===== src/rtl/sread_pkg.sv =====
package sread_pkg;

  // Frame engine state
  typedef enum logic {
    RD_IDLE  = 1'b0,
    RD_SHIFT = 1'b1
  } rd_state_e;

endpackage


===== src/rtl/sread_sclk_gen.sv =====
module sread_sclk_gen #(
  parameter int HALF_PERIOD = 2
) (
  input  logic clk,
  input  logic rst,
  input  logic run,
  input  logic hold,
  output logic sclk_o,
  output logic fall_now_o,
  output logic rise_now_o
);
  localparam int CW = ($clog2(HALF_PERIOD) > 0) ? $clog2(HALF_PERIOD) : 1;
  localparam int LW = $clog2(HALF_PERIOD + 1);

  logic [CW-1:0] cnt;
  logic          at_end;

  assign at_end     = (cnt == CW'(HALF_PERIOD - 1));
  // A falling edge may be blocked (hold); a rising edge never is.
  assign fall_now_o = run && at_end && sclk_o && !hold;
  assign rise_now_o = run && at_end && !sclk_o;

  always_ff @(posedge clk) begin
    if (rst || !run) begin
      sclk_o <= 1'b1;
      cnt    <= '0;
    end else if (fall_now_o || rise_now_o) begin
      sclk_o <= ~sclk_o;
      cnt    <= '0;
    end else if (!at_end) begin
      cnt <= cnt + 1'b1;
    end
  end

  // Checker: measure how long the pin really stays at each level.
  logic          sclk_prev;
  logic [LW-1:0] phase_len;

  always_ff @(posedge clk) begin
    if (rst) begin
      sclk_prev <= 1'b1;
      phase_len <= LW'(HALF_PERIOD);
    end else begin
      sclk_prev <= sclk_o;
      if (sclk_o != sclk_prev)
        phase_len <= LW'(1);
      else if (phase_len != LW'(HALF_PERIOD))
        phase_len <= phase_len + 1'b1;
    end
  end

  // no phase of the serial clock is shorter than HALF_PERIOD cycles
  a_r3_min_phase: assert property (@(posedge clk) disable iff (rst)
    (sclk_o != sclk_prev) |-> (phase_len >= LW'(HALF_PERIOD)));

endmodule


===== src/rtl/sread_lane_shift.sv =====
module sread_lane_shift #(
  parameter int WORD_W = 16
) (
  input  logic              clk,
  input  logic              rst,
  input  logic              shift_en,
  input  logic              din,
  output logic [WORD_W-1:0] word_o
);
  // MSB arrives first, so shift toward the top.
  always_ff @(posedge clk) begin
    if (rst)
      word_o <= '0;
    else if (shift_en)
      word_o <= {word_o[WORD_W-2:0], din};
  end

endmodule


===== src/rtl/sread_queue.sv =====
module sread_queue #(
  parameter int W     = 19,
  parameter int DEPTH = 4
) (
  input  logic                       clk,
  input  logic                       rst,
  input  logic                       wr_en,
  input  logic [W-1:0]               wr_data,
  input  logic                       rd_ready,
  output logic                       rd_valid,
  output logic [W-1:0]               rd_data,
  output logic [$clog2(DEPTH+1)-1:0] count_o
);
  localparam int AW = ($clog2(DEPTH) > 0) ? $clog2(DEPTH) : 1;
  localparam int CW = $clog2(DEPTH + 1);

  logic [W-1:0]  mem [DEPTH];
  logic [AW-1:0] wp;
  logic [AW-1:0] rp;
  logic [CW-1:0] cnt;
  logic          pop;

  assign rd_valid = (cnt != '0);
  assign rd_data  = mem[rp];
  assign pop      = rd_valid && rd_ready;
  assign count_o  = cnt;

  always_ff @(posedge clk) begin
    if (wr_en)
      mem[wp] <= wr_data;
  end

  always_ff @(posedge clk) begin
    if (rst) begin
      wp  <= '0;
      rp  <= '0;
      cnt <= '0;
    end else begin
      if (wr_en)
        wp <= (wp == AW'(DEPTH - 1)) ? '0 : wp + 1'b1;
      if (pop)
        rp <= (rp == AW'(DEPTH - 1)) ? '0 : rp + 1'b1;
      cnt <= cnt + CW'(wr_en) - CW'(pop);
    end
  end

  // the engine never writes into a full queue
  a_r9_no_overflow: assert property (@(posedge clk) disable iff (rst)
    wr_en |-> (cnt < CW'(DEPTH)));

  // a stalled head does not move
  a_r8_head_hold: assert property (@(posedge clk) disable iff (rst)
    (rd_valid && !rd_ready) |=> (rd_valid && $stable(rd_data)));

endmodule


===== src/rtl/sread_ctrl.sv =====
module sread_ctrl
  import sread_pkg::*;
#(
  parameter int WORD_W      = 16,
  parameter int NUM_CH      = 8,
  parameter int HALF_PERIOD = 2,
  parameter bit DUAL_LANE   = 1'b1,
  parameter int QUEUE_DEPTH = 4
) (
  input  logic                      clk,
  input  logic                      rst,
  input  logic                      busy_i,
  input  logic                      first_flag_i,
  input  logic                      lane_a_i,
  input  logic                      lane_b_i,
  output logic                      cs_n_o,
  output logic                      sclk_o,
  output logic                      res_valid_o,
  input  logic                      res_ready_i,
  output logic [WORD_W-1:0]         res_data_o,
  output logic [$clog2(NUM_CH)-1:0] res_chan_o,
  output logic                      align_err_o
);
  localparam int LANES         = DUAL_LANE ? 2 : 1;
  localparam int CH_PER_LANE   = NUM_CH / LANES;
  localparam int BITS_PER_LANE = CH_PER_LANE * WORD_W;
  localparam int CH_W          = $clog2(NUM_CH);
  localparam int BIT_W         = $clog2(BITS_PER_LANE + 1);
  localparam int POS_W         = $clog2(WORD_W);
  localparam int WIDX_W        = (CH_PER_LANE > 1) ? $clog2(CH_PER_LANE) : 1;
  localparam int ENTRY_W       = CH_W + WORD_W;
  localparam int CNT_W         = $clog2(QUEUE_DEPTH + 1);

  rd_state_e          state;
  logic               busy_q;
  logic               busy_fall;
  logic [BIT_W-1:0]   bit_cnt;
  logic               all_done;
  logic               word_ends_next;
  logic               queue_short;
  logic               gen_hold;
  logic               fall_now;
  logic               rise_now;
  logic [CNT_W-1:0]   q_count;
  logic               push_busy;
  logic               push_lane;
  logic [WIDX_W-1:0]  widx;
  logic [WORD_W-1:0]  push_word;
  logic [CH_W-1:0]    push_chan;
  logic [ENTRY_W-1:0] head;
  logic [WORD_W-1:0]  lane_words [LANES];
  logic               unused_lane_b;

  assign unused_lane_b  = lane_b_i;
  assign busy_fall      = busy_q && !busy_i;
  assign all_done       = (bit_cnt == BIT_W'(BITS_PER_LANE));
  assign word_ends_next = (bit_cnt[POS_W-1:0] == POS_W'(WORD_W - 1));
  assign queue_short    = (q_count > CNT_W'(QUEUE_DEPTH - LANES));
  assign gen_hold       = all_done || (word_ends_next && queue_short);

  sread_sclk_gen #(.HALF_PERIOD(HALF_PERIOD)) u_sclk (
    .clk        (clk),
    .rst        (rst),
    .run        (state == RD_SHIFT),
    .hold       (gen_hold),
    .sclk_o     (sclk_o),
    .fall_now_o (fall_now),
    .rise_now_o (rise_now)
  );

  // One shift register per active lane.
  for (genvar l = 0; l < LANES; l++) begin : g_lane
    if (l == 0) begin : g_a
      sread_lane_shift #(.WORD_W(WORD_W)) u_shift (
        .clk(clk), .rst(rst), .shift_en(fall_now), .din(lane_a_i),
        .word_o(lane_words[l]));
    end else begin : g_b
      sread_lane_shift #(.WORD_W(WORD_W)) u_shift (
        .clk(clk), .rst(rst), .shift_en(fall_now), .din(lane_b_i),
        .word_o(lane_words[l]));
    end
  end

  if (LANES == 2) begin : g_mux2
    assign push_word = push_lane ? lane_words[1] : lane_words[0];
  end else begin : g_mux1
    assign push_word = lane_words[0];
  end

  assign push_chan = CH_W'(push_lane) * CH_W'(CH_PER_LANE) + CH_W'(widx);

  // Frame sequencing and alignment supervision.
  always_ff @(posedge clk) begin
    if (rst) begin
      state       <= RD_IDLE;
      cs_n_o      <= 1'b1;
      busy_q      <= 1'b0;
      bit_cnt     <= '0;
      align_err_o <= 1'b0;
    end else begin
      busy_q <= busy_i;
      case (state)
        RD_IDLE: begin
          if (busy_fall) begin
            state   <= RD_SHIFT;
            cs_n_o  <= 1'b0;
            bit_cnt <= '0;
          end
        end
        default: begin
          if (fall_now)
            bit_cnt <= bit_cnt + 1'b1;
          if (rise_now && all_done) begin
            state  <= RD_IDLE;
            cs_n_o <= 1'b1;
          end
        end
      endcase
      if (fall_now && (bit_cnt == '0) && !first_flag_i)
        align_err_o <= 1'b1;
      if (rise_now && (bit_cnt == BIT_W'(WORD_W)) && first_flag_i)
        align_err_o <= 1'b1;
    end
  end

  // Queue the finished words, one lane per cycle, lane A first.
  always_ff @(posedge clk) begin
    if (rst) begin
      push_busy <= 1'b0;
      push_lane <= 1'b0;
      widx      <= '0;
    end else begin
      if (state == RD_IDLE && busy_fall)
        widx <= '0;
      if (fall_now && word_ends_next) begin
        push_busy <= 1'b1;
        push_lane <= 1'b0;
      end else if (push_busy) begin
        if (push_lane == 1'(LANES - 1)) begin
          push_busy <= 1'b0;
          widx      <= widx + 1'b1;
        end else begin
          push_lane <= push_lane + 1'b1;
        end
      end
    end
  end

  sread_queue #(.W(ENTRY_W), .DEPTH(QUEUE_DEPTH)) u_queue (
    .clk      (clk),
    .rst      (rst),
    .wr_en    (push_busy),
    .wr_data  ({push_chan, push_word}),
    .rd_ready (res_ready_i),
    .rd_valid (res_valid_o),
    .rd_data  (head),
    .count_o  (q_count)
  );

  assign res_chan_o = head[ENTRY_W-1:WORD_W];
  assign res_data_o = head[WORD_W-1:0];

  // while idle the serial clock rests high
  a_r6_idle_sclk_high: assert property (@(posedge clk) disable iff (rst)
    cs_n_o |-> sclk_o);

  // alignment error is sticky
  a_r10_err_sticky: assert property (@(posedge clk) disable iff (rst)
    align_err_o |=> align_err_o);

  // an unfinished frame keeps chip select low
  a_r11_no_restart: assert property (@(posedge clk) disable iff (rst)
    (!cs_n_o && !all_done) |=> !cs_n_o);

  // chip select only falls right after a busy falling edge
  a_r2_start_on_fall: assert property (@(posedge clk) disable iff (rst)
    $fell(cs_n_o) |-> ($past(busy_q) && !$past(busy_i)));

endmodule


===== config.mk =====
export PLATFORM = sky130hd
export DESIGN_NAME = sread_ctrl
export DESIGN_NICKNAME = d
export VERILOG_FILES = /design/src/rtl/sread_pkg.sv /design/src/rtl/sread_sclk_gen.sv /design/src/rtl/sread_lane_shift.sv /design/src/rtl/sread_queue.sv /design/src/rtl/sread_ctrl.sv
export SDC_FILE = /design/constraint.sdc
export NUM_CORES = 1
export LEC_CHECK = 0
export BUFFER_PORTS_ARGS = -buffer_cell sky130_fd_sc_hd__buf_4
export CAP_MARGIN = 20
export CELL_PAD_IN_SITES_DETAIL_PLACEMENT = 1
export CELL_PAD_IN_SITES_GLOBAL_PLACEMENT = 1
export CORE_ASPECT_RATIO = 0.8
export CORE_MARGIN = 4
export CORE_UTILIZATION = 30
export CTS_CLUSTER_DIAMETER = 80
export CTS_CLUSTER_SIZE = 40
export DETAILED_ROUTE_END_ITERATION = 6
export PLACE_DENSITY_LB_ADDON = 0.1
export RECOVER_POWER = 50
export SETUP_SLACK_MARGIN = 0.5
export SKIP_CTS_REPAIR_TIMING = 1
export SLEW_MARGIN = 40
export SYNTH_ARGS = -nofsm -noshare
export SYNTH_HDL_FRONTEND = slang
export SYNTH_SLANG_ARGS = --single-unit

===== constraint.sdc =====
create_clock -name clk -period 2.2 [get_ports clk]
set_input_delay 0.22 -clock clk [delete_from_list [all_inputs] [get_ports clk]]
set_output_delay 0.22 -clock clk [all_outputs]
set_load 0.005 [all_outputs]

Word level (Yosys, flattened, before mapping) --
Memories as Yosys holds them, arrays and structs flattened. A register that Yosys moved wholly into a read port is not among the register bits. Index checks and enable logic that the tools add are counted.
Cells by class: add/sub/neg operators 9, $lt $le $gt $ge 1, equal/unequal tests 7, mux-type cells 27, bitwise gates (word level) 2, reductions and logical operators 30
Operator list (number):
- 7-bit two-way mux | 3
- 16-bit two-way mux | 1
- 2-bit two-way mux | 8
- 1-bit two-way mux | 15
- 1-bit logical AND | 14
- 7-bit by 1-bit adder with 7-bit output (second input constant) | 1
- 7-bit by 5-bit equality test with 1-bit output (second input constant) | 1
- 7-bit equality test (second input constant) | 1
- 7-bit logical NOT | 1
- 2-bit by 1-bit adder with 2-bit output (second input constant) | 3
- 1-bit logical NOT | 5
- 2-bit equality test (second input constant) | 2
- 4-bit equality test (second input constant) | 1
- 2-bit by 1-bit inequality test with 1-bit output (second input constant) | 2
- 2-bit AND reduction | 2
- 2-bit nonzero test | 2
- 2-bit OR reduction | 2
- 3-bit by 1-bit adder with 3-bit output | 1
- 3-bit by 2-bit adder with 3-bit output | 1
- 3-bit by 2-bit > comparator with 1-bit output (second input constant) | 1
- 1-bit logical OR | 3
- 3-bit nonzero test | 1
- 3-bit by 1-bit subtractor with 3-bit output | 1
- 1-bit adder (second input constant) | 2
- 1-bit NOT | 2
Storage, ports and cells: flip-flop bits (word level) 56, RAM bits 76, input port bits 7, output and inout bits 23, word-level logic and storage cells 92, memories 1
Memories:
- u_queue.mem | depth 4, bits a word 19, read ports 1, clocked after memory_dff 1, wr ports 1, RTL line sread_queue.sv:17 | logic [W-1:0] mem [DEPTH];

Depth between registers and ports, before layout --
word-level depth 9, depth in mapped cells 9, gate-level depth less buffers 9

Hierarchy --
Synthesis repeated with hierarchy kept, for this count alone.
Unflattened totals: cells, all modules 359, area total of the unflattened synthesis 5435.2 um2
Modules (own cells, without submodules):
- sread_queue | times used 1, cells an instance 143, area an instance 3250.6 um2, seq. area each 2462.4 um2
- sread_lane_shift | times used 2, cells an instance 52, area an instance 580.6 um2, seq. area each 320.3 um2
- sread_ctrl | times used 1, cells an instance 101, area an instance 928.4 um2, seq. area each 300.3 um2
- sread_sclk_gen | times used 1, cells an instance 11, area an instance 95.1 um2, seq. area each 40.0 um2

Least setup slack after synthesis --
OpenSTA, ideal clock, no wires.
path type reg-to-reg, from register u_queue.cnt[0] (netlist: u_queue.count_o[0]), to register u_queue.cnt[2] (netlist: u_queue.count_o[2]), library setup time 0.135 ns, data arrival time 1.899 ns, data required time 2.065 ns, slack 0.166 ns, stages on the path, launching flop included 10, buffers on the path 0, period minus slack after synthesis 2.034 ns, path through dfxtp_1 -> or3_1 -> nand2_1 -> inv_1 -> ha_1 -> inv_1 -> ha_1 -> fa_1 -> xor2_1 -> nor2_1
On the way: longest elaborated chain between the ends 3, elaborated cells on any way between the ends 4, those cells by class 2 x add/sub; 2 x reduce/logical
Ends and longest elaborated chain:
- start: declaration | RTL line sread_queue.sv:20 | logic [CW-1:0] cnt;
- start signal: assignment | RTL line sread_queue.sv:43 | cnt <= cnt + CW'(wr_en) - CW'(pop);
- 3-bit nonzero test | RTL line sread_queue.sv:23 | assign rd_valid = (cnt != '0);
- net res_valid_o | RTL line sread_ctrl.sv:18 | output logic res_valid_o,
- 1-bit logical AND | RTL line sread_queue.sv:25 | assign pop = rd_valid && rd_ready;
- 3-bit by 1-bit subtractor with 3-bit output | RTL line sread_queue.sv:43
The timed path passes the listed nets, and every way through them passes these cells. A chain may end at the register's enable or synchronous reset.

Worst setup path in the final report --
from register u_queue.cnt[0] (netlist: u_queue.count_o[0]), to register u_queue.cnt[1] (netlist: u_queue.count_o[1])
On the way: longest elaborated chain between the ends 3, elaborated cells on any way between the ends 4, those cells by class 2 x add/sub; 2 x reduce/logical
Ends and longest elaborated chain (RTL line):
- branches (longest 2 deep; another with 3-bit by 1-bit adder with 3-bit output)
- 3-bit by 1-bit subtractor with 3-bit output (*) | sread_queue.sv:43
Every way passes the cells marked *.

==> out/results.ini <==
[outcome]
run_status = finished clean

[clock_network]
clkSinkCount = 134
ctsHtreeMaxLevel = 4
clk_path_buf_depth = 2
cts_tree = yes
root_buffer = clkbuf_16
cts_buffers = 17
clk_pin_slew_ps = 60
worstSkewPairLatency_ps = 420

[sta]
rsz0062_at_grt = true
relSlewSlack = 0.120
setup_viol = 0
setup_slack_ps = 177
holdWs_ps = 24.2
tightest_slew_ps = 1320
slew_violations = 0
finalClockSkew_ps = 9.04
max_freq_mhz = 494
fin_crit_sh = 0.920
tns_ps = 0
hold_violations = 0
period_minus_slack_ps = 2020

[detailed_routing]
viasPerCell = 4.61
via_count = 3236
drc = 0
drtPass1Iterations = 4
wl_um = 12800
antenna_left = 0
first_iter_violations = 158
wl_per_cell_um = 18.2

[final_layout]
diodes = 0
area_growth_pct = 29.0
layout.nets = 477
drive_above_1_share = 0.434
fillers = 1873
most-common-layout-cells = 76 x edfxtp_1, 54 x dfxtp_1, 41 x nand2_1
final_common_cell = edfxtp_1
multi_input_area_um2 = 2160
seqCellArea_um2 = 3460

[worst_hold_path]
holdCritPathClass = primary input to flop

[yosys]
synth_warnings = 0
synth_seq_area_share = 0.619
syn_area_per_cell_um2 = 13.9
synth_top_cell_by_area = edfxtp_1
netlist_area_um2 = 5560
netlist_instances = 401
yosysTopAreaCellShare = 0.410
ys_ff_latch = 134
synth_fp_nets = 419
synth.area.top_cells = edfxtp_1 41%, dfxtp_1 21%, mux4_2 7.7%, a21oi_2 4.6%, nand2_2 3.3%
ys_types = 44

[die]
core_area_um2 = 18200
ios = 30
die_height_um = 130
initial_utilization = 0.306
dieArea_um2 = 20800
chipWidth_um = 160
rows = 44

[placed_design]
detailed_place_hpwl_um = 7560
gp_congestion = 0.733
place_ws_ps = 165
io_buffer_count = 29

[global_routing]
grt_pass1_vias = 3396
use_met2 = 0.189
grt_usage = 0.122
grt_use_met1 = 0.168
antenna_found_initial = 0
grt_max_degree = 33
grt.overflow.total = 0
grt_pass1_wl_um = 19400
grt_busiest_layer = met2
grt_use_met3 = 0.0376

[worst_setup_path]
cp.arrival_ps = 2360
slowest_stage = fa_2
crit_chain = or3_1, nand2_4, inv_4, ha_4, inv_2, ha_4, fa_2, nor2b_1
crit_type = flop to flop
crit_fanout = 3
cpMostUsedCell = ha_4
cp-end-kind = flop
required_ps = 2530
startpoint_type = flop
slowest_delay_ps = 510

[pwr]
leakage_nw = 2.42
ir_worst_vdd_mv = 0.380
p_per_area_nw_per_um2 = 893

[flow_run]
cap_violations = 0

## Yosys cell counts, drive strengths merged
library cell  count
edfxtp           76
nand2            72
dfxtp            58
a21oi            36
mux4             19
nor2             17
mux2             16
clkbuf           12
inv              11
buf              10
ha               10
nor3              9
nand3             7
nor2b             5
and2              4
nand2b            4
xnor2             4
o21ai             3
o21bai            3
or2               3
a21o              2
a31oi             2
nand4b            2
nor3b             2
o31ai             2
or3               2
a211oi            1
a41oi             1
and3              1
fa                1
mux2i             1
nor4              1
o211ai            1
o22a              1
or4b              1
xor2              1
## layout make-up
type | count | area share
Multi-Input combinational cell | 235 | 0.300
Inverter | 11 | 0.00645
Tap cell | 230 | 0.0401
Clock buffer | 17 | 0.0593
Timing Repair Buffer | 60 | 0.0936
Sequential cell | 134 | 0.481
Clock inverter | 15 | 0.0188
## report_power, final
| group | switching (W) | internal [W] |
|---|---|---|
| clock network | 0.00120 | 0.00149 |
| registers | 0.0000486 | 0.00267 |
| logic | 0.000410 | 0.000587 |
## state kept, by name, indices dropped and copies added (netlist names), 2 cells and up, named ones only
name	count
u_queue.count_o	3
bit_cnt	7
widx	2
u_queue.mem	76
u_queue.rp	2
u_queue.wp	2
g_lane.g_a.u_shift.word_o	16
g_lane.g_b.u_shift.word_o	16
## per-layer routing
layer,vias up,routed length [um]
li1,1560,-
met1,1631,6580
met2,35,5780
met3,10,314
met4,0,109
met5,-,0
## critical path: cells and delay by family, from the launching register on
kind                       cells  cell delay, ps
buffers and inverters          2              70
and+or+nand+nor                3             650
DFF                            1             320
adders and majority gates      3             900
## through the flow
step,power [W],utilization,std cells,cell area [um^2]
after detailed placement,0.00360,0.343,651,6240
after global placement,0.00358,0.343,651,6240
final,0.00641,0.395,702,7180
after floorplan,0.00329,-,401,5780
after global routing,0.00670,0.395,702,7180
after CTS,0.00631,0.374,683,6800
## path summary, 6_finish.rpt
kind / start / endpoint / slack [ps] / cells past startpoint
max: u_queue.count_o[0] / u_queue.count_o[1] / 180 / 8
min: busy_i / busy_q / 20 / 2
max reg2reg: u_queue.count_o[0] / u_queue.count_o[1] / 180 / 8
min reg2reg: g_lane[0].g_a.u_shift.word_o[7] / g_lane[0].g_a.u_shift.word_o[7] / 480 / 2
## cells by family after synthesis
| logic type | count (synthesis) | synth area share |
|---|---|---|
| AOI/OAI and AO/OA | 52 | 0.0742 |
| xor gates and xnor gates | 5 | 0.00787 |
| adders and majority gates | 11 | 0.0261 |
| buffers and inverters | 33 | 0.0430 |
| DFF | 134 | 0.619 |
| muxes | 36 | 0.111 |
| and+or+nand+nor | 130 | 0.119 |
(Power assumes the default switching activity.)
